`src/rtl/eprom_burn_pkg.sv`:
```
package eprom_burn_pkg;

   typedef enum logic [3:0] {
      ST_IDLE, ST_VCC_UP, ST_VPP_UP, ST_FETCH, ST_DRIVE, ST_STROBE,
      ST_HOLD, ST_READ, ST_FLOAT, ST_VPP_DN, ST_VCC_DN, ST_DONE
   } burn_state_t;

   typedef enum logic [1:0] {
      PH_BLIND  = 2'd0,
      PH_VERIFY = 2'd1,
      PH_FINAL  = 2'd2
   } burn_phase_t;

   localparam logic [1:0] FAIL_NONE   = 2'd0;
   localparam logic [1:0] FAIL_VERIFY = 2'd1;
   localparam logic [1:0] FAIL_FINAL  = 2'd2;

   // Round a nanosecond interval up to whole clock cycles, never below one.
   function automatic int unsigned ns_to_cycles(longint unsigned ns, longint unsigned clk_hz);
      longint unsigned c;
      c = (ns * clk_hz + 64'd999_999_999) / 64'd1_000_000_000;
      if (c == 0) c = 1;
      return c[31:0];
   endfunction

endpackage

```
`src/rtl/burn_timer.sv`:
```
module burn_timer #(
   parameter int unsigned TW = 8
) (
   input  logic          clk,
   input  logic          rst_n,
   input  logic          load_i,
   input  logic [TW-1:0] load_val_i,
   output logic          zero_o
);
   logic [TW-1:0] cnt_q;

   always_ff @(posedge clk) begin
      if (!rst_n)            cnt_q <= '0;
      else if (load_i)       cnt_q <= load_val_i;
      else if (cnt_q != '0)  cnt_q <= cnt_q - 1'b1;
   end

   assign zero_o = (cnt_q == '0);
endmodule

```
`src/rtl/burn_addr_ctr.sv`:
```
module burn_addr_ctr #(
   parameter int unsigned ADDR_W = 17
) (
   input  logic              clk,
   input  logic              rst_n,
   input  logic              clr_i,
   input  logic              inc_i,
   output logic [ADDR_W-1:0] addr_o,
   output logic              last_o
);
   always_ff @(posedge clk) begin
      if (!rst_n)      addr_o <= '0;
      else if (clr_i)  addr_o <= '0;
      else if (inc_i)  addr_o <= addr_o + 1'b1;
   end

   assign last_o = &addr_o;
endmodule

```
`src/rtl/burn_word_cmp.sv`:
```
module burn_word_cmp #(
   parameter int unsigned DATA_W = 16,
   parameter int unsigned LANE_W = 8
) (
   input  logic [DATA_W-1:0] a_i,
   input  logic [DATA_W-1:0] b_i,
   output logic              match_o
);
   localparam int unsigned LANES = (DATA_W + LANE_W - 1) / LANE_W;
   logic [LANES-1:0] lane_eq;

   for (genvar g = 0; g < LANES; g++) begin : g_lane
      localparam int unsigned LO = g * LANE_W;
      localparam int unsigned HI = (LO + LANE_W > DATA_W) ? DATA_W - 1 : LO + LANE_W - 1;
      assign lane_eq[g] = (a_i[HI:LO] == b_i[HI:LO]);
   end

   assign match_o = &lane_eq;
endmodule

```
`src/rtl/burn_fsm.sv`:
```
module burn_fsm
   import eprom_burn_pkg::*;
#(
   parameter int unsigned ADDR_W     = 17,
   parameter int unsigned DATA_W     = 16,
   parameter int unsigned MAX_PULSES = 10,
   parameter int unsigned TW         = 8,
   parameter int unsigned PW_CYC     = 2,
   parameter int unsigned SU_CYC     = 2,
   parameter int unsigned HD_CYC     = 2,
   parameter int unsigned OE_CYC     = 2,
   parameter int unsigned FL_CYC     = 2
) (
   input  logic              clk,
   input  logic              rst_n,
   input  logic              start_i,
   input  logic              exp_ack_i,
   input  logic [DATA_W-1:0] exp_data_i,
   input  logic              match_i,
   input  logic              tmr_zero_i,
   input  logic [ADDR_W-1:0] addr_i,
   input  logic              addr_last_i,
   output logic              tmr_load_o,
   output logic [TW-1:0]     tmr_val_o,
   output logic              addr_clr_o,
   output logic              addr_inc_o,
   output logic              exp_req_o,
   output logic [DATA_W-1:0] exp_word_o,
   output logic              data_oe_o,
   output logic              prog_n_o,
   output logic              rd_n_o,
   output logic              vcc_hi_o,
   output logic              vpp_hi_o,
   output logic              done_o,
   output logic              pass_o,
   output logic [ADDR_W-1:0] fail_addr_o,
   output logic [1:0]        fail_phase_o
);
   localparam int unsigned RW = $clog2(MAX_PULSES + 1);
   localparam logic [TW-1:0] L_PW = TW'(PW_CYC - 1);
   localparam logic [TW-1:0] L_SU = TW'(SU_CYC - 1);
   localparam logic [TW-1:0] L_HD = TW'(HD_CYC - 1);
   localparam logic [TW-1:0] L_OE = TW'(OE_CYC - 1);
   localparam logic [TW-1:0] L_FL = TW'(FL_CYC - 1);
   localparam logic [RW-1:0] RETRY_CAP = RW'(MAX_PULSES);

   burn_state_t state_q, state_d;
   burn_phase_t phase_q;
   logic [RW-1:0]     retry_q;
   logic [DATA_W-1:0] exp_q;
   logic              match_q;
   logic              failed_q;
   logic [ADDR_W-1:0] fail_addr_q;
   logic [1:0]        fail_phase_q;
   logic              launch;
   logic              work_st;

   assign launch = (state_q == ST_IDLE || state_q == ST_DONE) && start_i;

   always_comb begin
      state_d    = state_q;
      tmr_load_o = 1'b0;
      tmr_val_o  = '0;
      addr_clr_o = 1'b0;
      addr_inc_o = 1'b0;
      unique case (state_q)
         ST_IDLE, ST_DONE:
            if (start_i) begin
               state_d = ST_VCC_UP; tmr_load_o = 1'b1; tmr_val_o = L_SU;
            end
         ST_VCC_UP:
            if (tmr_zero_i) begin
               state_d = ST_VPP_UP; tmr_load_o = 1'b1; tmr_val_o = L_SU;
            end
         ST_VPP_UP:
            if (tmr_zero_i) begin
               state_d = ST_FETCH; addr_clr_o = 1'b1;
            end
         ST_FETCH:
            if (exp_ack_i) begin
               tmr_load_o = 1'b1;
               if (phase_q == PH_BLIND) begin
                  state_d = ST_DRIVE; tmr_val_o = L_SU;
               end else begin
                  state_d = ST_READ;  tmr_val_o = L_OE;
               end
            end
         ST_DRIVE:
            if (tmr_zero_i) begin
               state_d = ST_STROBE; tmr_load_o = 1'b1; tmr_val_o = L_PW;
            end
         ST_STROBE:
            if (tmr_zero_i) begin
               state_d = ST_HOLD; tmr_load_o = 1'b1; tmr_val_o = L_HD;
            end
         ST_HOLD:
            if (tmr_zero_i) begin
               if (phase_q == PH_BLIND) begin
                  state_d = ST_FETCH;
                  if (addr_last_i) addr_clr_o = 1'b1;
                  else             addr_inc_o = 1'b1;
               end else begin
                  state_d = ST_READ; tmr_load_o = 1'b1; tmr_val_o = L_OE;
               end
            end
         ST_READ:
            if (tmr_zero_i) begin
               state_d = ST_FLOAT; tmr_load_o = 1'b1; tmr_val_o = L_FL;
            end
         ST_FLOAT:
            if (tmr_zero_i) begin
               if (phase_q == PH_VERIFY) begin
                  if (match_q) begin
                     if (addr_last_i) begin
                        state_d = ST_VPP_DN; tmr_load_o = 1'b1; tmr_val_o = L_SU;
                     end else begin
                        state_d = ST_FETCH; addr_inc_o = 1'b1;
                     end
                  end else if (retry_q == RETRY_CAP) begin
                     state_d = ST_VPP_DN; tmr_load_o = 1'b1; tmr_val_o = L_SU;
                  end else begin
                     state_d = ST_DRIVE; tmr_load_o = 1'b1; tmr_val_o = L_SU;
                  end
               end else begin
                  if (addr_last_i) state_d = ST_DONE;
                  else begin
                     state_d = ST_FETCH; addr_inc_o = 1'b1;
                  end
               end
            end
         ST_VPP_DN:
            if (tmr_zero_i) begin
               state_d = ST_VCC_DN; tmr_load_o = 1'b1; tmr_val_o = L_SU;
            end
         ST_VCC_DN:
            if (tmr_zero_i) begin
               if (failed_q) state_d = ST_DONE;
               else begin
                  state_d = ST_FETCH; addr_clr_o = 1'b1;
               end
            end
         default: state_d = ST_IDLE;
      endcase
   end

   always_ff @(posedge clk) begin
      if (!rst_n) begin
         state_q      <= ST_IDLE;
         phase_q      <= PH_BLIND;
         retry_q      <= '0;
         exp_q        <= '0;
         match_q      <= 1'b0;
         failed_q     <= 1'b0;
         fail_addr_q  <= '0;
         fail_phase_q <= FAIL_NONE;
      end else begin
         state_q <= state_d;
         if (launch) begin
            phase_q      <= PH_BLIND;
            retry_q      <= '0;
            failed_q     <= 1'b0;
            fail_addr_q  <= '0;
            fail_phase_q <= FAIL_NONE;
         end
         if (state_q == ST_FETCH && exp_ack_i) begin
            exp_q   <= exp_data_i;
            retry_q <= '0;
         end
         if (state_q == ST_HOLD && tmr_zero_i && phase_q == PH_BLIND && addr_last_i)
            phase_q <= PH_VERIFY;
         if (state_q == ST_READ && tmr_zero_i)
            match_q <= match_i;
         if (state_q == ST_FLOAT && tmr_zero_i && !match_q) begin
            if (phase_q == PH_VERIFY) begin
               if (retry_q == RETRY_CAP) begin
                  failed_q     <= 1'b1;
                  fail_addr_q  <= addr_i;
                  fail_phase_q <= FAIL_VERIFY;
               end else begin
                  retry_q <= retry_q + 1'b1;
               end
            end else if (!failed_q) begin
               failed_q     <= 1'b1;
               fail_addr_q  <= addr_i;
               fail_phase_q <= FAIL_FINAL;
            end
         end
         if (state_q == ST_VCC_DN && tmr_zero_i && !failed_q)
            phase_q <= PH_FINAL;
      end
   end

   assign work_st = (state_q == ST_FETCH) || (state_q == ST_DRIVE) || (state_q == ST_STROBE) ||
                    (state_q == ST_HOLD)  || (state_q == ST_READ)  || (state_q == ST_FLOAT);

   assign vcc_hi_o     = (state_q == ST_VCC_UP) || (state_q == ST_VPP_UP) ||
                         (state_q == ST_VPP_DN) || (work_st && phase_q != PH_FINAL);
   assign vpp_hi_o     = (state_q == ST_VPP_UP) || (work_st && phase_q != PH_FINAL);
   assign exp_req_o    = (state_q == ST_FETCH);
   assign exp_word_o   = exp_q;
   assign data_oe_o    = (state_q == ST_DRIVE) || (state_q == ST_STROBE) || (state_q == ST_HOLD);
   assign prog_n_o     = (state_q != ST_STROBE);
   assign rd_n_o       = (state_q != ST_READ);
   assign done_o       = (state_q == ST_DONE);
   assign pass_o       = done_o && !failed_q;
   assign fail_addr_o  = fail_addr_q;
   assign fail_phase_o = fail_phase_q;

   p_vpp_under_vcc_r2: assert property (@(posedge clk) disable iff (!rst_n)
      vpp_hi_o |-> vcc_hi_o);
   p_vcc_leads_vpp_r2: assert property (@(posedge clk) disable iff (!rst_n)
      $rose(vpp_hi_o) |-> $past(vcc_hi_o));
   p_strobe_gated_r4: assert property (@(posedge clk) disable iff (!rst_n)
      !prog_n_o |-> (data_oe_o && vpp_hi_o && vcc_hi_o));
   p_bus_exclusive_r6: assert property (@(posedge clk) disable iff (!rst_n)
      !rd_n_o |-> !data_oe_o);
   p_retry_cap_r8: assert property (@(posedge clk) disable iff (!rst_n)
      retry_q <= RETRY_CAP);
   p_final_nominal_r9: assert property (@(posedge clk) disable iff (!rst_n)
      (phase_q == PH_FINAL && !rd_n_o) |-> (!vcc_hi_o && !vpp_hi_o));
   p_req_hold_r10: assert property (@(posedge clk) disable iff (!rst_n)
      (exp_req_o && !exp_ack_i) |=> (exp_req_o && $stable(addr_i)));
endmodule

```
`src/rtl/eprom_burn_seq.sv`:
```
module eprom_burn_seq
   import eprom_burn_pkg::*;
#(
   parameter int unsigned ADDR_W     = 17,
   parameter int unsigned DATA_W     = 16,
   parameter int unsigned MAX_PULSES = 10,
   parameter int unsigned CLK_HZ     = 100_000_000,
   parameter int unsigned PULSE_NS   = 50_000,
   parameter int unsigned SETUP_NS   = 2_000,
   parameter int unsigned HOLD_NS    = 2_000,
   parameter int unsigned OE_NS      = 150,
   parameter int unsigned FLOAT_NS   = 130
) (
   input  logic              clk,
   input  logic              rst_n,
   input  logic              start_i,
   output logic              exp_req_o,
   input  logic              exp_ack_i,
   input  logic [DATA_W-1:0] exp_data_i,
   output logic [ADDR_W-1:0] mem_addr_o,
   output logic [DATA_W-1:0] mem_data_o,
   output logic              mem_data_oe_o,
   input  logic [DATA_W-1:0] mem_data_i,
   output logic              prog_n_o,
   output logic              rd_n_o,
   output logic              vcc_hi_o,
   output logic              vpp_hi_o,
   output logic              done_o,
   output logic              pass_o,
   output logic [ADDR_W-1:0] fail_addr_o,
   output logic [1:0]        fail_phase_o
);
   localparam int unsigned PW_CYC = ns_to_cycles(PULSE_NS, CLK_HZ);
   localparam int unsigned SU_CYC = ns_to_cycles(SETUP_NS, CLK_HZ);
   localparam int unsigned HD_CYC = ns_to_cycles(HOLD_NS,  CLK_HZ);
   localparam int unsigned OE_CYC = ns_to_cycles(OE_NS,    CLK_HZ);
   localparam int unsigned FL_CYC = ns_to_cycles(FLOAT_NS, CLK_HZ);
   localparam int unsigned M1 = (PW_CYC > SU_CYC) ? PW_CYC : SU_CYC;
   localparam int unsigned M2 = (HD_CYC > OE_CYC) ? HD_CYC : OE_CYC;
   localparam int unsigned M3 = (M1 > M2) ? M1 : M2;
   localparam int unsigned MAX_CYC = (M3 > FL_CYC) ? M3 : FL_CYC;
   localparam int unsigned TW = $clog2(MAX_CYC + 1);

   if (ADDR_W < 1 || ADDR_W > 32) begin : g_bad_addr
      $error("ADDR_W must lie in 1..32");
   end
   if (DATA_W < 1) begin : g_bad_data
      $error("DATA_W must be at least 1");
   end
   if (MAX_PULSES < 1) begin : g_bad_retry
      $error("MAX_PULSES must be at least 1");
   end
   if (64'(PW_CYC) * 64'd100_000_000_000 > 64'(PULSE_NS) * 64'd105 * 64'(CLK_HZ)) begin : g_bad_pw
      $error("Clock too coarse: rounded strobe exceeds +5 percent of PULSE_NS");
   end

   logic              tmr_load, tmr_zero;
   logic [TW-1:0]     tmr_val;
   logic              addr_clr, addr_inc, addr_last;
   logic [ADDR_W-1:0] addr;
   logic [DATA_W-1:0] exp_word;
   logic              match;

   burn_timer #(.TW(TW)) u_timer (
      .clk(clk), .rst_n(rst_n), .load_i(tmr_load), .load_val_i(tmr_val), .zero_o(tmr_zero)
   );

   burn_addr_ctr #(.ADDR_W(ADDR_W)) u_addr (
      .clk(clk), .rst_n(rst_n), .clr_i(addr_clr), .inc_i(addr_inc),
      .addr_o(addr), .last_o(addr_last)
   );

   burn_word_cmp #(.DATA_W(DATA_W), .LANE_W(8)) u_cmp (
      .a_i(mem_data_i), .b_i(exp_word), .match_o(match)
   );

   burn_fsm #(
      .ADDR_W(ADDR_W), .DATA_W(DATA_W), .MAX_PULSES(MAX_PULSES), .TW(TW),
      .PW_CYC(PW_CYC), .SU_CYC(SU_CYC), .HD_CYC(HD_CYC), .OE_CYC(OE_CYC), .FL_CYC(FL_CYC)
   ) u_fsm (
      .clk(clk), .rst_n(rst_n), .start_i(start_i),
      .exp_ack_i(exp_ack_i), .exp_data_i(exp_data_i), .match_i(match),
      .tmr_zero_i(tmr_zero), .addr_i(addr), .addr_last_i(addr_last),
      .tmr_load_o(tmr_load), .tmr_val_o(tmr_val),
      .addr_clr_o(addr_clr), .addr_inc_o(addr_inc),
      .exp_req_o(exp_req_o), .exp_word_o(exp_word),
      .data_oe_o(mem_data_oe_o), .prog_n_o(prog_n_o), .rd_n_o(rd_n_o),
      .vcc_hi_o(vcc_hi_o), .vpp_hi_o(vpp_hi_o),
      .done_o(done_o), .pass_o(pass_o),
      .fail_addr_o(fail_addr_o), .fail_phase_o(fail_phase_o)
   );

   assign mem_addr_o = addr;
   assign mem_data_o = exp_word;
endmodule

```
`config.mk`:
```
export PLATFORM = sky130hd
export DESIGN_NAME = eprom_burn_seq
export DESIGN_NICKNAME = d
export VERILOG_FILES = /design/src/rtl/eprom_burn_pkg.sv /design/src/rtl/burn_timer.sv /design/src/rtl/burn_addr_ctr.sv /design/src/rtl/burn_word_cmp.sv /design/src/rtl/burn_fsm.sv /design/src/rtl/eprom_burn_seq.sv
export SDC_FILE = /design/constraint.sdc
export NUM_CORES = 1
export LEC_CHECK = 0
export BUFFER_PORTS_ARGS = -buffer_cell sky130_fd_sc_hd__buf_2
export CORE_UTILIZATION = 25
export CTS_BUF_LIST = sky130_fd_sc_hd__clkbuf_4 sky130_fd_sc_hd__clkbuf_8 sky130_fd_sc_hd__clkbuf_16
export DETAILED_ROUTE_END_ITERATION = 8
export GPL_TIMING_DRIVEN = 0
export MAX_ROUTING_LAYER = met4
export PLACE_DENSITY_LB_ADDON = 0.1
export SYNTH_ARGS = -nofsm -noshare
export SYNTH_HDL_FRONTEND = slang
export SYNTH_SLANG_ARGS = --single-unit
```
`constraint.sdc`:
```
create_clock -name clk -period 3.4 [get_ports clk]
set_input_delay 0.34 -clock clk [delete_from_list [all_inputs] [get_ports clk]]
set_output_delay 0.34 -clock clk [all_outputs]
set_load 0.005 [all_outputs]
```
# After elaboration in Yosys (flattened, before gate mapping)
# Cells that the tools add are included.
# Widths: inputs -> output; s select.
word_totals:
  ff_bits: 77
  in_bits: 36
  out_inout_bits: 60
  wordCells: 165
op_classes:
  addsub: 3
  eq_ne: 29
  mux: 80
  n_bitwise: 1
  reduce_logical: 41
ops:
  columns: ["op", "count"]
  rows:
  - ["$mux 4", 24]
  - ["$mux 13", 7]
  - ["$pmux 13 s7", 1]
  - ["$mux 17", 5]
  - ["$pmux 4 s11", 1]
  - ["$mux 8", 5]
  - ["$mux 1", 24]
  - ["$eq 4x4->1 const B", 5]
  - ["$ne 2x1->1 const B", 10]
  - ["$mux 2", 9]
  - ["$add 17x1->17 const B", 1]
  - ["$reduce_and 17->1", 1]
  - ["$eq 4x3->1 const B", 4]
  - ["$eq 8x8->1", 2]
  - ["$logic_not 13->1", 1]
  - ["$reduce_bool 13->1", 1]
  - ["$sub 13x1->13 const B", 1]
  - ["$logic_and 1x1->1", 12]
  - ["$logic_or 1x1->1", 12]
  - ["$reduce_and 11->1", 1]
  - ["$eq 4x2->1 const B", 2]
  - ["$ne 4x3->1 const B", 2]
  - ["$reduce_or 2->1", 3]
  - ["$pmux 1 s5", 1]
  - ["other kinds (16)", 19]

# Depth between registers and ports, before layout
# Gate-level depths: netlist (run 1).
depth:
  word_depth: 8
  depth_mapped: 11

# By module
# Synthesis (run 1) repeated with hierarchy kept, for this count alone.
unflattened:
  hier_cells: 516
  hier_area_um2: 4189.0
by_module_without_submodules:
  columns: ["mod", "n_inst", "cells_per_inst", "area_per_inst_um2", "seq_area_each_um2"]
  rows:
  - ["burn_fsm", 1, 318, 2414.8, 940.9]
  - ["burn_addr_ctr", 1, 88, 804.5, 340.3]
  - ["burn_timer", 1, 89, 792.0, 260.2]
  - ["burn_word_cmp", 1, 21, 177.7, 0.0]

# Least setup slack after synthesis (run 1)
# OpenSTA, ideal clock, no wires.
synth_timing:
  path_kind: "flip-flop to flip-flop"
  start: "register u_addr.addr_o[4]"
  end: "register u_timer.cnt_q[1]"
  arrival_time_ps: 2483
  t_required_ps: 3273
  path_slack_ps: 790
  path_stages_with_launch: 11
  n_path_buf: 0
  synth_period_minus_slack_ps: 2610
  path_cell_list: "dfxtp_1 nand4_1 nor4_1 nand4_1 nor2_1 ha_1 nand2b_1 a31oi_1 a221o_1 a221oi_1 a31oi_1"
synth_between:
  elab_chain_cells: 7
  word_cells_on_any_way: 13
synth_lines:
  columns: ["element", "line", "rtl"]
  rows:
  - ["start: declaration", "burn_addr_ctr.sv:8", "output logic [ADDR_W-1:0] addr_o,"]
  - ["start signal: assignment", "burn_addr_ctr.sv:14", "else if (inc_i) addr_o <= addr_o + 1'b1;"]
  - ["$reduce_and 17->1 *", "burn_addr_ctr.sv:17", "assign last_o = &addr_o;"]
  - ["$mux 8 / $mux 1 (equally long branches)", "burn_fsm.sv:114", "if (addr_last_i) begin"]
  - ["$mux 8 / $mux 1 (equally long branches)", "burn_fsm.sv:113", "if (match_q) begin"]
  - ["$mux 13 / $mux 1 (equally long branches)", "burn_fsm.sv:112", "if (phase_q == PH_VERIFY) begin"]
  - ["$mux 13 / $mux 1 (equally long branches)", "burn_fsm.sv:111", "if (tmr_zero_i) begin"]
  - ["$pmux 13 s7 / $pmux 1 s5 (equally long branches)", "burn_fsm.sv:66", "unique case (state_q)"]
  - ["$mux 13 / $reduce_bool 2->1 (equally long branches)", null, null]
  - ["end signal: assignment", "burn_timer.sv:14", "else if (load_i) cnt_q <= load_val_i;"]
  - ["end signal: assignment", "burn_timer.sv:15", "else if (cnt_q != '0) cnt_q <= cnt_q - 1'b1;"]
  - ["end: declaration", "burn_timer.sv:10", "logic [TW-1:0] cnt_q;"]
# Mark *: on every way between the ends. The rest lies on a longest branch, timed or not.
# A chain may end at the register's enable or synchronous reset.

# Worst setup path after layout (run 1)
# Same ends and word-level chain as after synthesis.

==> impl_summary.txt, run 1 <==
----------------------------------------------------
[Synthesis]
  Largest area contributor in the netlist ... sky130_fd_sc_hd__dfxtp_1
  Avg Inst Size Synth ... 7.88 µm²
  Count of unique library cells instantiated by Yosys ... 62
  Most frequent cell after synthesis ... sky130_fd_sc_hd__dfxtp_1
  Asr flop ratio synth ... 0%
  Largest family of logic cells by synthesized area ... simple AND/OR/NAND/NOR gates
  Area share of the largest cell type after synthesis ... 37.4%
  Fraction of the mapped netlist area in compound gates ... 19.9%
  Number of register bits inferred by synthesis ... 77
  Warnings from Yosys ... 0
  Fraction of the mapped netlist area in adder cells ... 1.52%
  Dominant cells by area after synthesis ... sky130_fd_sc_hd__dfxtp_1 (37%), sky130_fd_sc_hd__a21oi_1 (7.0%), sky130_fd_sc_hd__nand2_1 (6.8%)
  Top_reg_cell synth ... sky130_fd_sc_hd__dfxtp_1
  Number of cells produced by synthesis ... 523
  Top cells by count, synth ... sky130_fd_sc_hd__dfxtp_1 (77), sky130_fd_sc_hd__nand2_1 (75), sky130_fd_sc_hd__a21oi_1 (58)
  Part of the Yosys area used for sequential elements ... 37.4%
  Number of synthesized flops with an enable pin ... 0
  Area share of and/or/nand/nor cells after synthesis ... 29.0%
  Summed instance area of the synthesized netlist ... 4120 µm²
  Xor and xnor area share after synthesis ... 5.74%
  Share of cell area taken by muxes after synthesis ... 1.21%
  Number of nets in the synthesized netlist ... 564

[Final layout]
  Final Net Count ... 669
  Total of fill cells in the finished design ... 1795
  Register area ... 1540 µm²
  Share of cells above drive strength 1 ... 22.1%
  Number of antenna cells inserted ... 0
  Footprint of the multi-input gates ... 2370 µm²
  Post-route standard cell area excluding fillers ... 5170 µm²
  Layout overhead on the synthesized area ... 25.5%

[Route]
  Routed wirelength normalized by instance count ... 16.1 µm
  Final wirelength ... 13.7 mm
  Drt initial violations ... 169
  Via count ... 4211
  Mean number of vias per cell ... 4.96
  First-pass iteration count of the detailed router ... 4
  DRC Markers ... 0
  Antenna Violating Nets Remaining ... 0

[Clocking]
  Bufs on Longest Clock Path ... 2
  H-tree lvl count ... 3
  Sink Count ... 77
  Cts hold-fix bufs ... 0
  Clock slew seen by the registers of the worst setup and hold paths ... 0.06 ns
  TritonCTS Buffers ... 9
  Setup Buffers After CTS ... 0
  Clock latency on the worst-skew pair ... 0.35 ns
  Root buffer cell ... sky130_fd_sc_hd__clkbuf_16
  TritonCTS clock tree ... yes

[Floorplanning]
  Starting density of the core ... 25.8%
  Number of placed I/O pins ... 96
  Y dimension of the die ... 130 µm
  Placement Rows ... 46
  Total core area ... 16000 µm²
  Full die area ... 17000 µm²
  Die X ... 130 µm

[Worst setup path]
  Cell Chain, Critical Path ... nand4_1 > nor4_2 > nand4_1 > nor2_1 > ha_1 > nand2b_1 > a31oi_1 > a221o_1 > a221oi_1 > a31oi_1
  Worst EP required ... 3.62 ns
  Endpoint class of the critical path ... flop
  Worst Path Arrival ... 3.37 ns
  Crit Path Class ... reg -> reg
  Crit path launch ... u_addr.addr_o[4]
  CP startpoint kind ... flop
  Top fanout value on the critical path ... 7
  Crit path largest cell delay ... 0.45 ns
  Setup slack on the worst flop-to-flop path ... 0.25 ns
  Stages on worst setup path ... 10
  Reg2Reg Depth ... 10
  Launch point of the worst reg-to-reg path ... u_addr.addr_o[4]
  Buffering stage count on the worst path with inverters included ... 0
  Master of the slowest instance on the critical path ... sky130_fd_sc_hd__a221o_1
  CP top delay family ... compound AO/OA/AOI/OAI gates

[Power]
  Ratio of total power to cell area ... 639 nW/µm²
  Sequential Power Share ... 32.4%
  Worst supply voltage drop on vdd ... 0.268 mV
  Net switching power figure ... 1.28 mW
  Leakage ... 1.95 nW
  Combinational Power Share ... 37.3%
  Total Power Consumption ... 3.31 mW
  Switching portion of total power ... 38.7%
  Clock group share of total power ... 30.3%
  Internal power ... 2.03 mW

[Placed design]
  Pre-CTS setup slack ... 0.108 ns
  HPWL Detailed ... 10.1 mm
  Total cell area at the placement stage ... 4860 µm²
  Port Buffers ... 94
  RePlAce Congestion ... 0.826

[Timing]
  Final hold violation count ... 0
  Total negative slack ... 0 ns
  Portion of the clock cycle consumed by the worst path in the final layout ... 92.6%
  Final hold slack ... 0.225 ns
  Actual slew at the worst max-slew pin ... 0.899 ns
  Highest clock frequency the design can meet ... 317 MHz
  Count of final max-slew check failures ... 0
  Worst slew margin ... 39.8%
  Worst Slack Setup Final ... 0.250 ns
  Total of endpoints with negative setup slack in the final report ... 0
  Final min period ... 3.15 ns
  Worst clock skew ... 0.0109 ns
  Unrepaired setup endpoints after global routing ... false

[Outcome]
  Result of the run ... finished clean

[GRT]
  Overflow after GRT ... 0
  Maximum number of pins on one net before global-route repair ... 14
  Global-route wire length before repair ... 21.0 mm
  Initial antenna violation count ... 0
  GRT Overall Usage ... 17.0%
  Vias in the first global route ... 3893

[Hold path]
  Min-Delay Path Class ... in -> reg
  WHS Path Cells ... 3
  Hold path startpoint ... exp_data_i[10]

[Job]
  Max cap viols ... 0

----------------------------------------------------
## area by class of cell
type                            count  area share, %
Clock buffer                       11           4.76
Tap cell                          216           5.22
Inverter                           12          0.871
Timing Repair Buffer               94           9.09
Sequential cell                    77           29.8
Clock inverter                      5           1.14
Multi-Input combinational cell    397           45.9
Buffer                             37           3.24
## logic make-up after synthesis
| family | after synthesis |
|---|---|
| compound gates | 132 |
| buf+inv | 49 |
| xor+xnor | 27 |
| mux | 5 |
| simple gates | 228 |
| flops | 77 |
| fa+ha+maj | 5 |
## worst paths after layout
path                      endpoint
max               u_timer.cnt_q[1]
max reg2reg       u_timer.cnt_q[1]
min           u_fsm.exp_word_o[10]
min reg2reg  u_fsm.fail_addr_o[16]
## registers in the layout, indices dropped and copies added, names as in the netlist
signal and cells:
u_fsm.failed_q 1, u_fsm.phase_q 2, u_fsm.exp_word_o 16, u_fsm.match_q 1, u_fsm.state_q 4, u_fsm.retry_q 4, u_fsm.fail_phase_o 2, u_timer.cnt_q 13
u_fsm.fail_addr_o 17, u_addr.addr_o 17
## tightest hold or removal path: stages
cell and delay (ns):
sky130_fd_sc_hd__buf_2 0.09, sky130_fd_sc_hd__nand2_1 0.04, sky130_fd_sc_hd__a21oi_1 0.05
## routing by layer
| metal | routed length [µm] | part of all wire, % | track usage, % | vias up |
|---|---|---|---|---|
| li1 | - | - | - | 2094 |
| met4 | 213 | 1.6 | 5.75 | 0 |
| met1 | 6290 | 46 | 21.2 | 2013 |
| met3 | 654 | 4.8 | 4.32 | 14 |
| met5 | 0 | 0 | - | - |
| met2 | 6510 | 48 | 26.7 | 90 |
## cell usage in the layout (no fill, tap or decap), types with 4 or more instances in the layout
cell | Yosys | final
sky130_fd_sc_hd__nor4_1 | 9 | 8
sky130_fd_sc_hd__a21oi_2 | 6 | 6
sky130_fd_sc_hd__xnor2_1 | 21 | 21
sky130_fd_sc_hd__dfxtp_1 | 77 | 77
sky130_fd_sc_hd__mux2i_1 | 5 | 5
sky130_fd_sc_hd__clkbuf_16 | 0 | 9
sky130_fd_sc_hd__nand2b_1 | 4 | 4
sky130_fd_sc_hd__inv_1 | 10 | 10
sky130_fd_sc_hd__xor2_1 | 6 | 6
sky130_fd_sc_hd__o21ai_0 | 23 | 23
sky130_fd_sc_hd__nor2_1 | 27 | 27
sky130_fd_sc_hd__nor2b_1 | 5 | 5
sky130_fd_sc_hd__nand2_1 | 75 | 75
sky130_fd_sc_hd__and3_1 | 6 | 6
sky130_fd_sc_hd__or4_1 | 6 | 6
sky130_fd_sc_hd__o211ai_1 | 4 | 4
sky130_fd_sc_hd__nand2_2 | 5 | 5
sky130_fd_sc_hd__a21oi_1 | 58 | 58
sky130_fd_sc_hd__nand4_1 | 14 | 14
sky130_fd_sc_hd__o31ai_1 | 6 | 6
sky130_fd_sc_hd__clkbuf_1 | 30 | 30
sky130_fd_sc_hd__buf_2 | 4 | 98
sky130_fd_sc_hd__or3_1 | 15 | 15
sky130_fd_sc_hd__nor3_1 | 10 | 10
sky130_fd_sc_hd__nand3_1 | 31 | 31
sky130_fd_sc_hd__ha_1 | 5 | 5
## power by group through the flow
stage	logic [mW]	clock network [mW]	registers (mW)
final	1.23	1.00	1.07
after global routing	1.36	1.07	1.09
after CTS	1.23	1.04	1.07
after detailed placement	1.22	0	1.09
after global placement	1.23	0	1.09
after floorplan	0.884	0	1.07
## through the flow
| stage | instances | util [%] |
|---|---|---|
| 2_1_floorplan | 523 | - |
| 3_3_place_gp | 833 | 30.4 |
| 3_5_place_dp | 833 | 30.4 |
| 4_1_cts | 849 | 32.3 |
| 5_1_grt | 849 | 32.3 |
| 6_report | 849 | 32.3 |
## timing repair
item / 4_1_cts / 5_1_grt
hold endpoints to repair: 0 / 0
resized for setup: 0 / 1
setup endpoints to repair: 0 / 18
Power figures use the tool's default switching activity.
==> inputs of run 2 (changes only) <==
Settings changed: CORE_ASPECT_RATIO set to 0.75.
==> run 2 against run 1 <==
Against the previous run:
- die area barely moved
- critical path depth did not move
- wire length rose by 0.31%
==> impl_summary.txt, run 2 (synthesis results as in run 1) <==
----------------------------------------------------
[Clocking]
  Root buffer cell ... sky130_fd_sc_hd__clkbuf_16
  Sink Count ... 77
  Clock latency on the worst-skew pair ... 0.35 ns
  Cts hold-fix bufs ... 0
  TritonCTS clock tree ... yes
  Clock slew seen by the registers of the worst setup and hold paths ... 0.06 ns
  TritonCTS Buffers ... 9
  Bufs on Longest Clock Path ... 2
  H-tree lvl count ... 3

[Route]
  Via count ... 4212
  Routed wirelength normalized by instance count ... 16.3 µm
  Drt initial violations ... 300
  First-pass iteration count of the detailed router ... 5
  Final wirelength ... 13.7 mm
  DRC Markers ... 0
  Antenna Violating Nets Remaining ... 0
  Mean number of vias per cell ... 5.00

[GRT]
  Maximum number of pins on one net before global-route repair ... 13
  Vias in the first global route ... 3830
  Global-route wire length before repair ... 21.6 mm
  Overflow after GRT ... 0
  GRT Overall Usage ... 17.1%
  Initial antenna violation count ... 0

[Timing]
  Worst slew margin ... 36.4%
  Actual slew at the worst max-slew pin ... 0.949 ns
  Highest clock frequency the design can meet ... 323 MHz
  Count of final max-slew check failures ... 0
  Final hold slack ... 0.231 ns
  Final min period ... 3.10 ns
  Total negative slack ... 0 ns
  Worst Slack Setup Final ... 0.301 ns
  Final hold violation count ... 0
  Unrepaired setup endpoints after global routing ... false
  Worst clock skew ... 0.0105 ns
  Portion of the clock cycle consumed by the worst path in the final layout ... 91.2%
  Total of endpoints with negative setup slack in the final report ... 0

[Placed design]
  Total cell area at the placement stage ... 4850 µm²
  Port Buffers ... 94
  Pre-CTS setup slack ... 0.120 ns
  HPWL Detailed ... 10.2 mm
  RePlAce Congestion ... 0.860

[Hold path]
  Min-Delay Path Class ... in -> reg

[Floorplanning]
  Die X ... 150 µm
  Number of placed I/O pins ... 96
  Full die area ... 17000 µm²
  Y dimension of the die ... 113 µm
  Total core area ... 16100 µm²
  Placement Rows ... 40
  Starting density of the core ... 25.7%

[Power]
  Switching portion of total power ... 38.6%
  Net switching power figure ... 1.28 mW
  Worst supply voltage drop on vdd ... 0.275 mV
  Total Power Consumption ... 3.31 mW
  Clock group share of total power ... 30.4%
  Leakage ... 1.97 nW
  Ratio of total power to cell area ... 639 nW/µm²
  Combinational Power Share ... 37.2%
  Internal power ... 2.03 mW
  Sequential Power Share ... 32.4%

[Worst setup path]
  CP startpoint kind ... flop
  Worst Path Arrival ... 3.32 ns
  Top fanout value on the critical path ... 7
  Crit path largest cell delay ... 0.46 ns
  Crit Path Class ... reg -> reg
  Worst EP required ... 3.62 ns
  Master of the slowest instance on the critical path ... sky130_fd_sc_hd__dfxtp_1
  Cell Chain, Critical Path ... nand4_1 > nor4_4 > nand4_1 > nor2_1 > ha_1 > nand2b_1 > a31oi_1 > a221o_1 > o211ai_1 > nor2_1
  Buffering stage count on the worst path with inverters included ... 0
  CP top delay family ... simple AND/OR/NAND/NOR gates
  Endpoint class of the critical path ... flop

[Final layout]
  Share of cells above drive strength 1 ... 22.1%
  Most common library cell in the layout ignoring fill and taps ... sky130_fd_sc_hd__buf_2
  Final Net Count ... 669
  Leading cell types in the layout, fill and taps excluded ... sky130_fd_sc_hd__buf_2 (98), sky130_fd_sc_hd__dfxtp_1 (77), sky130_fd_sc_hd__nand2_1 (75)
  Layout overhead on the synthesized area ... 25.5%
  Number of antenna cells inserted ... 0
  Post-route standard cell area excluding fillers ... 5170 µm²

[Job]
  Max cap viols ... 0

[Outcome]
  Result of the run ... finished clean

----------------------------------------------------
==> run 2: cell count changes in the layout (fill, tap and decap cells not counted) <==
cell | previous run | this run
sky130_fd_sc_hd__clkbuf_4 | 1 | 2
sky130_fd_sc_hd__clkinv_2 | 1 | 2
sky130_fd_sc_hd__clkinvlp_4 | 2 | 1
sky130_fd_sc_hd__inv_6 | 1 | 0
sky130_fd_sc_hd__nor4_2 | 1 | 0
sky130_fd_sc_hd__nor4_4 | 2 | 3
==> run 2: metrics by stage <==
| step | cells | utilization, % |
|---|---|---|
| final | 843 | 32.2 |
| after global routing | 843 | 32.2 |
| after CTS | 843 | 32.1 |
| after detailed placement | 827 | 30.2 |
| after global placement | 827 | 30.2 |
| after floorplan | 523 | - |
==> run 2: final timing paths <==
kind,startpoint,to,slack (ns),depth (start not counted)
worst max-delay path,u_addr.addr_o[4],u_timer.cnt_q[11],0.30,10
worst min-delay path,exp_data_i[14],u_fsm.exp_word_o[14],0.23,3
worst max register to register,u_addr.addr_o[4],u_timer.cnt_q[11],0.30,10
worst min register to register,u_fsm.fail_addr_o[0],u_fsm.fail_addr_o[0],0.47,2
==> run 2: timing repair <==
action,CTS,global route
endpoints found under the setup margin,0,19
gates resized for setup,0,2
buffers inserted,0,0
==> run 2: layout make-up <==
cell class	count	area, µm²
Timing Repair Buffer	94	470
Buffer	37	168
Sequential cell	77	1540
Tap cell	210	263
Clock buffer	12	254
Multi-Input combinational cell	397	2380
Clock inverter	4	47.5
Inverter	12	45.0
Fill cell	1724	10900
==> run 2: routing by layer <==
layer	routed length, µm	vias to the layer above	global-route usage, %
met2	5820	126	23.9
li1	-	2092	-
met3	702	8	3.87
met4	104	0	4.44
met1	7080	1986	24.4
met5	0	-	-
==> run 2: power by group through the flow <==
stage	clock (mW)	combinational, mW	sequential (mW)
2_1_floorplan	0	0.884	1.07
3_3_place_gp	0	1.23	1.09
3_5_place_dp	0	1.22	1.09
4_1_cts	1.03	1.23	1.07
5_1_grt	1.07	1.36	1.08
6_report	1.01	1.23	1.07
==> run 2: worst register-to-register path: cells and delay by family, from the launching register on <==
kind / cells / cell delay, ns
AO/OA/AOI/OAI: 3 / 0.98
adder cells (fa/ha/maj): 1 / 0.25
flip-flops: 1 / 0.46
AND/OR/NAND/NOR: 6 / 1.29
==> inputs of run 3 (changes only) <==
Settings changed: TNS_END_PERCENT set to 20.
Clock period 3.4 ns to 3.22 ns, I/O delays scaled along.
==> run 3 against run 2 <==
Against the previous run:
- utilization is 0.28 points higher
- flip-flop and latch count stayed put
- final cell count is 0.71% higher
- highest routed layer unchanged
- combinational power is 9% higher
- register-to-register slack better by 0.02 ns
==> impl_summary.txt, run 3 (synthesis results as in run 1) <==
----------------------------------------------------
[Worst setup path]
  Endpoint class of the critical path ... flop
  Top fanout value on the critical path ... 7
  CP startpoint kind ... flop
  Crit path largest cell delay ... 0.46 ns
  Buffering stage count on the worst path with inverters included ... 1
  Setup slack on the worst flop-to-flop path ... 0.32 ns
  CP top delay family ... compound AO/OA/AOI/OAI gates
  Worst Path Arrival ... 3.12 ns
  Cell Chain, Critical Path ... nand4_1 > buf_4 > nor4_4 > nand4_1 > nor2_1 > ha_1 > nand2b_1 > a31oi_1 > a221o_1 > a221oi_1 > a31oi_1
  Crit Path Class ... reg -> reg
  Worst EP required ... 3.44 ns
  Master of the slowest instance on the critical path ... sky130_fd_sc_hd__dfxtp_1

[Timing]
  Unrepaired setup endpoints after global routing ... false
  Worst clock skew ... 0.0110 ns
  Portion of the clock cycle consumed by the worst path in the final layout ... 90.2%
  Highest clock frequency the design can meet ... 344 MHz
  Worst Slack Setup Final ... 0.316 ns
  Total negative slack ... 0 ns
  Final min period ... 2.90 ns
  Total of endpoints with negative setup slack in the final report ... 0
  Actual slew at the worst max-slew pin ... 0.977 ns
  Final hold slack ... 0.211 ns
  Count of final max-slew check failures ... 0
  Worst slew margin ... 34.5%
  Final hold violation count ... 0

[Floorplanning]
  Full die area ... 17000 µm²
  Placement Rows ... 40
  Number of placed I/O pins ... 96
  Total core area ... 16100 µm²
  Y dimension of the die ... 113 µm
  Die X ... 150 µm
  Starting density of the core ... 25.7%

[Hold path]
  Min-Delay Path Class ... in -> reg

[Final layout]
  Most common library cell in the layout ignoring fill and taps ... sky130_fd_sc_hd__buf_2
  Leading cell types in the layout, fill and taps excluded ... sky130_fd_sc_hd__buf_2 (98), sky130_fd_sc_hd__dfxtp_1 (77), sky130_fd_sc_hd__nand2_1 (75)
  Final core utilization ... 32.5%
  Share of cells above drive strength 1 ... 22.8%
  Final Net Count ... 675
  Layout overhead on the synthesized area ... 26.6%
  Number of antenna cells inserted ... 0
  Post-route standard cell area excluding fillers ... 5220 µm²
  Layout Cells excl Fill ... 849

[Clocking]
  H-tree lvl count ... 3
  TritonCTS clock tree ... yes
  Clock slew seen by the registers of the worst setup and hold paths ... 0.06 ns
  Clock latency on the worst-skew pair ... 0.35 ns
  Bufs on Longest Clock Path ... 2
  Sink Count ... 77
  Root buffer cell ... sky130_fd_sc_hd__clkbuf_16
  TritonCTS Buffers ... 9
  Cts hold-fix bufs ... 0

[Power]
  Internal power ... 2.18 mW
  Net switching power figure ... 1.36 mW
  Clock group share of total power ... 30.1%
  Sequential Power Share ... 32.0%
  Worst supply voltage drop on vdd ... 0.293 mV
  Switching portion of total power ... 38.5%
  Leakage ... 2.00 nW
  Ratio of total power to cell area ... 678 nW/µm²
  Total Power Consumption ... 3.54 mW
  Combinational Power Share ... 37.9%

[Route]
  Final wirelength ... 13.8 mm
  Via count ... 4237
  Antenna Violating Nets Remaining ... 0
  DRC Markers ... 0
  Routed wirelength normalized by instance count ... 16.2 µm
  Mean number of vias per cell ... 4.99
  Drt initial violations ... 328
  First-pass iteration count of the detailed router ... 7

[Outcome]
  Result of the run ... finished clean

[GRT]
  Vias in the first global route ... 3829
  Overflow after GRT ... 0
  Maximum number of pins on one net before global-route repair ... 13
  Global-route wire length before repair ... 21.6 mm
  GRT Overall Usage ... 17.1%
  Initial antenna violation count ... 0

[Job]
  Max cap viols ... 0

[Placed design]
  RePlAce Congestion ... 0.860
  HPWL Detailed ... 10.2 mm
  Total cell area at the placement stage ... 4850 µm²
  Port Buffers ... 94
  Pre-CTS setup slack ... -0.0600 ns
  Placed cell count ... 827

----------------------------------------------------
## run 3: changes by cell type in the layout (fill, tap and decap cells not counted)
| cell | delta |
|---|---|
| sky130_fd_sc_hd__buf_4 | +6 |
## run 3: metal layers
layer	up-vias	global-route usage, %	part of all wire [%]
li1	2103	-	-
met1	1998	24.4	52
met2	126	23.9	42
met3	10	3.87	5.4
met4	0	4.44	0.97
met5	-	-	0
## run 3: repair_timing
item | 4_1_cts | 5_1_grt
buffers inserted | 0 | 6
pin swaps | 0 | 4
resized for setup | 1 | 1
endpoints found under the setup margin | 6 | 28
## run 3: cell type report
| class | instances | area [µm²] |
|---|---|---|
| clock buffer | 12 | 254 |
| fill | 1721 | 10800 |
| multi-input combinational | 397 | 2380 |
| clock inverter | 4 | 47.5 |
| inverter | 12 | 45.0 |
| buffer | 37 | 168 |
| tap | 210 | 263 |
| timing repair buffer | 100 | 515 |
| sequential | 77 | 1540 |
## run 3: final timing paths
kind                     endpoint  cells past startpoint                 start
max              u_timer.cnt_q[1]                     11      u_addr.addr_o[4]
min          u_fsm.exp_word_o[14]                      3        exp_data_i[14]
max reg2reg      u_timer.cnt_q[1]                     11      u_addr.addr_o[4]
min reg2reg  u_fsm.fail_addr_o[0]                      2  u_fsm.fail_addr_o[0]
## run 3: power by group through the flow
stage          sequential, mW  clock (mW)  combinational (mW)
2_1_floorplan            1.13           0               0.933
3_3_place_gp             1.15           0                1.30
3_5_place_dp             1.15           0                1.29
4_1_cts                  1.13        1.09                1.30
5_1_grt                  1.15        1.13                1.48
6_report                 1.13        1.06                1.34
## run 3: tightest hold or removal path: cells and delay by family
kind / cells / cell delay [ns]
AO/OA/AOI/OAI: 1 / 0.05
buffers and inverters: 1 / 0.09
AND/OR/NAND/NOR: 1 / 0.05
